[config.mk]
export PLATFORM = sky130hd
export DESIGN_NAME = xconn_table_arbiter
export DESIGN_NICKNAME = d
export VERILOG_FILES = /design/src/rtl/xconn_pkg.sv /design/src/rtl/xconn_table_dp.sv /design/src/rtl/xconn_arb_ctrl.sv /design/src/rtl/xconn_table_arbiter.sv
export SDC_FILE = /design/constraint.sdc
export NUM_CORES = 1
export LEC_CHECK = 0
export BUFFER_PORTS_ARGS = -buffer_cell sky130_fd_sc_hd__buf_2
export CORE_ASPECT_RATIO = 2
export CORE_MARGIN = 2
export CORE_UTILIZATION = 32
export CTS_CLUSTER_SIZE = 40
export DETAILED_ROUTE_END_ITERATION = 10
export PLACE_DENSITY_LB_ADDON = 0.05
export SLEW_MARGIN = 20
export SYNTH_ARGS = -nofsm -noshare
export SYNTH_HDL_FRONTEND = slang
export SYNTH_SLANG_ARGS = --single-unit
[constraint.sdc]
create_clock -name clk -period 6.5 [get_ports clk]
set_input_delay 0.325 -clock clk [delete_from_list [all_inputs] [get_ports clk]]
set_output_delay 0.325 -clock clk [all_outputs]
set_load 0.005 [all_outputs]
[src/rtl/xconn_pkg.sv]
package xconn_pkg;

  // Field widths of a table entry and its address
  localparam int PORT_W    = 2;
  localparam int CHAN_W    = 3;
  localparam int ADDR_W    = PORT_W + CHAN_W;
  localparam int DATA_W    = PORT_W + 1;
  localparam int TBL_DEPTH = 1 << ADDR_W;

  // Strobe bundle passed from the control to the table datapath
  typedef struct packed {
    logic              wrEn;
    logic [ADDR_W-1:0] wrAddr;
    logic [DATA_W-1:0] wrData;
  } tblWrT;

endpackage

[src/rtl/xconn_table_dp.sv]
module xconn_table_dp
  import xconn_pkg::*;
(
  input  logic              clk,
  input  logic              rstN,
  input  tblWrT             wrCmd,
  input  logic [ADDR_W-1:0] lkAddr,
  input  logic [ADDR_W-1:0] rdAddr,
  output logic              lkLive,
  output logic [DATA_W-1:0] rdData
);

  logic [DATA_W-1:0] tblMem [TBL_DEPTH];

  // Table storage: cleared on reset, one write per cycle
  always_ff @(posedge clk) begin
    if (!rstN) begin
      for (int i = 0; i < TBL_DEPTH; i++) begin
        tblMem[i] <= '0;
      end
    end else if (wrCmd.wrEn) begin
      tblMem[wrCmd.wrAddr] <= wrCmd.wrData;
    end
  end

  // Ownership lookup for the request being arbitrated
  assign lkLive = tblMem[lkAddr][0];

  // Inspection port
  assign rdData = tblMem[rdAddr];

endmodule

[src/rtl/xconn_arb_ctrl.sv]
module xconn_arb_ctrl
  import xconn_pkg::*;
#(
  parameter int NUM_ENG = 4
) (
  input  logic                      clk,
  input  logic                      rstN,
  input  logic [NUM_ENG-1:0]        setupReq,
  input  logic [NUM_ENG*ADDR_W-1:0] setupAddr,
  input  logic [NUM_ENG*DATA_W-1:0] setupData,
  input  logic [NUM_ENG-1:0]        toReq,
  input  logic [NUM_ENG*ADDR_W-1:0] toAddr,
  input  logic [NUM_ENG*DATA_W-1:0] toData,
  input  logic                      lkLive,
  output logic [ADDR_W-1:0]         lkAddr,
  output tblWrT                     wrCmd,
  output logic [NUM_ENG-1:0]        setupAck,
  output logic [NUM_ENG-1:0]        toAck,
  output logic [NUM_ENG-1:0]        grant,
  output logic [NUM_ENG-1:0]        timeoutCause
);

  localparam int ENG_W = (NUM_ENG > 1) ? $clog2(NUM_ENG) : 1;

  logic [ADDR_W-1:0] sAddr [NUM_ENG];
  logic [ADDR_W-1:0] tAddr [NUM_ENG];
  logic [DATA_W-1:0] sData [NUM_ENG];
  logic [DATA_W-1:0] tData [NUM_ENG];

  // Unpack the flat per-engine buses
  for (genvar gE = 0; gE < NUM_ENG; gE++) begin : gUnpack
    assign sAddr[gE] = setupAddr[gE*ADDR_W +: ADDR_W];
    assign tAddr[gE] = toAddr[gE*ADDR_W +: ADDR_W];
    assign sData[gE] = setupData[gE*DATA_W +: DATA_W];
    assign tData[gE] = toData[gE*DATA_W +: DATA_W];
  end

  logic [NUM_ENG-1:0] pend;
  logic [ENG_W-1:0]   rrPtr;
  logic [ENG_W-1:0]   selIdx;
  logic               selFound;
  logic               useSetup;
  logic [ADDR_W-1:0]  selAddr;
  logic [DATA_W-1:0]  selData;
  logic               allow;

  assign pend = setupReq | toReq;

  // Rotating pick: first pending engine after the one served last
  always_comb begin
    selFound = 1'b0;
    selIdx   = '0;
    for (int off = 1; off <= NUM_ENG; off++) begin
      if (!selFound && pend[(int'(rrPtr) + off) % NUM_ENG]) begin
        selFound = 1'b1;
        selIdx   = ENG_W'((int'(rrPtr) + off) % NUM_ENG);
      end
    end
  end

  // Within the chosen engine the setup/release path wins
  always_comb begin
    useSetup = setupReq[selIdx];
    selAddr  = useSetup ? sAddr[selIdx] : tAddr[selIdx];
    selData  = useSetup ? sData[selIdx] : tData[selIdx];
  end

  assign lkAddr = selAddr;

  // Clearing updates always pass; setting requires a free entry
  assign allow = !selData[0] || !lkLive;

  always_comb begin
    wrCmd.wrEn   = selFound && allow;
    wrCmd.wrAddr = selAddr;
    wrCmd.wrData = selData;
  end

  always_comb begin
    setupAck = '0;
    toAck    = '0;
    grant    = '0;
    if (selFound) begin
      if (useSetup) begin
        setupAck[selIdx] = 1'b1;
      end else begin
        toAck[selIdx] = 1'b1;
      end
      grant[selIdx] = allow;
    end
  end

  assign timeoutCause = toAck;

  always_ff @(posedge clk) begin
    if (!rstN) begin
      rrPtr <= ENG_W'(NUM_ENG - 1);
    end else if (selFound) begin
      rrPtr <= selIdx;
    end
  end

endmodule

[src/rtl/xconn_table_arbiter.sv]
module xconn_table_arbiter
  import xconn_pkg::*;
#(
  parameter int NUM_ENG = 4
) (
  input  logic                      clk,
  input  logic                      rstN,
  input  logic [NUM_ENG-1:0]        setupReq,
  input  logic [NUM_ENG*ADDR_W-1:0] setupAddr,
  input  logic [NUM_ENG*DATA_W-1:0] setupData,
  input  logic [NUM_ENG-1:0]        toReq,
  input  logic [NUM_ENG*ADDR_W-1:0] toAddr,
  input  logic [NUM_ENG*DATA_W-1:0] toData,
  input  logic [ADDR_W-1:0]         rdAddr,
  output logic [NUM_ENG-1:0]        setupAck,
  output logic [NUM_ENG-1:0]        toAck,
  output logic [NUM_ENG-1:0]        grant,
  output logic [NUM_ENG-1:0]        timeoutCause,
  output logic [DATA_W-1:0]         rdData
);

  tblWrT             wrCmd;
  logic [ADDR_W-1:0] lkAddr;
  logic              lkLive;

  xconn_arb_ctrl #(.NUM_ENG(NUM_ENG)) u_ctrl (
    .clk          (clk),
    .rstN         (rstN),
    .setupReq     (setupReq),
    .setupAddr    (setupAddr),
    .setupData    (setupData),
    .toReq        (toReq),
    .toAddr       (toAddr),
    .toData       (toData),
    .lkLive       (lkLive),
    .lkAddr       (lkAddr),
    .wrCmd        (wrCmd),
    .setupAck     (setupAck),
    .toAck        (toAck),
    .grant        (grant),
    .timeoutCause (timeoutCause)
  );

  xconn_table_dp u_dp (
    .clk    (clk),
    .rstN   (rstN),
    .wrCmd  (wrCmd),
    .lkAddr (lkAddr),
    .rdAddr (rdAddr),
    .lkLive (lkLive),
    .rdData (rdData)
  );

endmodule

==> flow_summary_export.csv <==
group,metric,value,unit
yosys,netlist-cell-type-count,77,
clocking,cts_resized,0,
clocking,postCtsSetupBuffers,0,
timing,finalCritPeriodShare,78.1,%
clocking,cts-hold-fix-buffers,0,
yosys,ys_ff_latch,98,
route,vias_per_cell,6.00,
grt,grt_pass1_wl,37.0,mm
timing,timing_hold_violations_final,0,
yosys,synth.cell_area,6840,µm²
clocking,cts_buffer_depth,2,
clocking,clock_latency,0.37,ns
critical_path,cp_top_family,"compound AO/OA/AOI/OAI gates",
status,outcome,"complete, no violations",
finish,area_delta_synth_final,12.7,%
pwr,p_int,1.31,mW
run,drv_cap,0,
critical_path,critical_path.slowest_cell,"or2_1",
pwr,pwr-share-clk,24.0,%
grt,grt_pass1_vias,5905,
yosys,async_flop_share,0,%
route,drtIter0Drc,539,
timing,rsz0062_at_grt,"no",
die,core-area,21000,µm²
critical_path,required,6.17,ns
clocking,clk_pin_slew_worst_paths,0.06,ns
yosys,yosysTopAreaCell,"edfxtp_1",
critical_path,start_kind,"flip-flop",
yosys,synth_ff_type,"edfxtp_1",
critical_path,cp.buffers_inverters,2,
die,initial_core_util,32.6,%
yosys,synth-edff-count,96,
pwr,power_frac_comb,40.9,%
timing,tightest_slew,1.00,ns
die,die_h,211,µm
die,die_w,107,µm
timing,slew_headroom,32.8,%
grt,antenna_found_initial,0,
yosys,synth_top_area_share,42.1,%
pwr,power_leakage,2.68,nW
pwr,power,2.23,mW
yosys,synth_cells,629,
placed_design,port_buffers,97,
finish,num_antenna_cells,0,
critical_path,end_kind,"primary output",
route,ant_nets,0,
pwr,power.density,289,nW/µm²
die,io_pins,98,
timing,setup_ws,1.42,ns
placed_design,dp_slack,1.27,ns
finish,fillers,2150,
grt,grt_overflow_total,0,
pwr,vdd_drop_max,149,µV
finish,regArea,2920,µm²
pwr,swShare,41.1,%
pwr,power_frac_seq,35.1,%
grt,grt_usage,22.9,%
placed_design,gp_congestion,0.877,
clocking,clock-sinks,98,
timing,setup_viol,0,
route,vias,5722,
route,dr.pass1.iters,5,
die,rows,75,
pwr,p_sw,0.916,mW
route,wl_per_cell,26.9,µm
critical_path,cp.arrival,4.75,ns
critical_path,path_cells,"nand2b_1 > o211ai_2 > o21ai_4 > a221oi_2 > or2_1 > mux2i_1 > a32oi_1 > a21oi_1 > nor4_4 > buf_4 > nor2_1 > buf_2",
grt,grt_max_degree,65,
route,totalWireLength,25.6,mm
finish,nNetsFinal,759,
clocking,root_buffer,"clkbuf_16",
clocking,tritoncts,"yes",
route,drc,0,
timing,min_period,5.08,ns
critical_path,crit_fanout,37,
critical_path,path_class,"reg -> out",
yosys,avgSynthCellArea,10.9,µm²
clocking,cts_made_buffers,9,
finish,multi_input_area,3550,µm²
yosys,ys_seq_area_share,42.7,%
clocking,htreeDepth,3,
finish,fin_util,36.7,%
die,die-area,22600,µm²
timing,setup_tns,0,ns
timing,fmax,197,MHz
yosys,synth_area_leaders,"edfxtp_1 42%, mux4_2 9.9%, nor3_1 5.9%",
yosys,yosysWarningCount,0,
timing,slew_violations,0,
placed_design,hpwlAfterDp,19.3,mm
timing,finClkSkew,0.00638,ns
min_path,hold_class,"in -> reg",
yosys,synth_nets,708,
finish,drive_gt1_share,29.9,%
critical_path,slowest_delay,0.66,ns
[metrics by stage]
step	hold slack [ns]	cells	instance area [µm²]
4_1_cts	0.544	954	7710
5_1_grt	0.594	954	7710
3_3_place_gp	0.551	938	7420
6_report	0.538	954	7710
3_5_place_dp	0.551	938	7420
2_1_floorplan	0.488	629	6840
[registers in the layout (all words and copies together), names as in the netlist]
| signal | cells |
|---|---|
| u_dp.tblMem | 96 |
| u_ctrl.rrPtr | 2 |
[synth_stat cells, types with 3 or more instances]
library cell,number
a211o_1,3
a211oi_1,9
a21oi_1,11
a221oi_1,3
a311oi_1,4
a31oi_1,5
and3_1,7
and3b_1,3
buf_1,7
buf_2,19
buf_4,12
buf_6,3
clkbuf_1,27
edfxtp_1,96
inv_1,5
mux2_2,11
mux2i_1,21
mux4_2,30
nand2_1,64
nand2b_1,6
nand3_1,13
nand4_1,5
nor2_1,28
nor2b_1,4
nor3_1,81
nor3b_1,3
nor4_1,26
nor4_2,3
o211a_1,3
o211ai_1,6
o21ai_0,9
o221ai_1,3
o22ai_1,3
o31ai_1,18
o41ai_1,10
o41ai_2,6
or2_2,8
or3_1,4
[placed cells by master, fill, tap and decap left out, types with 4 or more instances in the layout]
| cell type | synthesis | final |
|---|---|---|
| a21oi_1 | 11 | 11 |
| a311oi_1 | 4 | 4 |
| o41ai_2 | 6 | 6 |
| o211ai_1 | 6 | 6 |
| o41ai_1 | 10 | 10 |
| nor4_1 | 26 | 26 |
| a211oi_1 | 9 | 9 |
| mux2_2 | 11 | 11 |
| o21ai_0 | 9 | 9 |
| nand3_1 | 13 | 13 |
| and3_1 | 7 | 7 |
| inv_1 | 5 | 5 |
| or2_2 | 8 | 8 |
| buf_4 | 12 | 11 |
| a31oi_1 | 5 | 5 |
| mux2i_1 | 21 | 21 |
| nand2_1 | 64 | 63 |
| o31ai_1 | 18 | 18 |
| mux4_2 | 30 | 30 |
| nand2b_1 | 6 | 6 |
| nor2b_1 | 4 | 4 |
| nor2_1 | 28 | 28 |
| edfxtp_1 | 96 | 96 |
| nor3_1 | 81 | 81 |
| clkbuf_16 | 0 | 9 |
| nand4_1 | 5 | 5 |
| buf_2 | 19 | 97 |
[power groups by stage]
stage               registers [mW]  clock network (mW)  logic, mW
CTS                          0.783               0.546      0.912
finish                       0.782               0.536      0.912
global placement             0.795                   0      0.901
floorplan                    0.778                   0      0.628
detailed placement           0.796                   0      0.910
global route                 0.786               0.573      0.970
[final timing paths]
check	start	endpoint	slack, ns	cells past startpoint
min	rstN	u_ctrl.rrPtr[1]$_SDFFE_PN1P_	0.54	2
max reg2reg	u_ctrl.rrPtr[1]$_SDFFE_PN1P_	u_dp.tblMem[10][1]$_SDFFCE_PN0P_	1.51	11
max	u_ctrl.rrPtr[1]$_SDFFE_PN1P_	grant[3]	1.42	12
min reg2reg	u_ctrl.rrPtr[0]$_SDFFE_PN1P_	u_ctrl.rrPtr[0]$_SDFFE_PN1P_	0.57	2
[metal layers]
metal  GRT usage, %  vias to the layer above  part of all wire (%)
met5              0                        -                     0
met4           14.6                        0                   6.5
li1               -                     2621                     -
met3           3.27                       61                   4.4
met1           23.0                     2824                    34
met2           43.0                      216                    55
[cell families after synthesis]
family                 count (synthesis)  synth area share (%)
AND/OR/NAND/NOR                      269                  21.1
AO/OA/AOI/OAI                        122                  15.3
flip-flops                            98                  42.7
multiplexers                          65                  15.3
buffers and inverters                 75                  5.47
[area by class of cell]
| cell class | count | area share (%) |
|---|---|---|
| clock buffers | 12 | 3.07 |
| clock inverters | 4 | 0.682 |
| inverters | 6 | 0.292 |
| multi-input cells | 456 | 46.0 |
| flip-flops and latches | 98 | 37.9 |
| well taps | 269 | 4.37 |
| repair buffers | 109 | 7.63 |
Power figures use the tool's default switching activity.
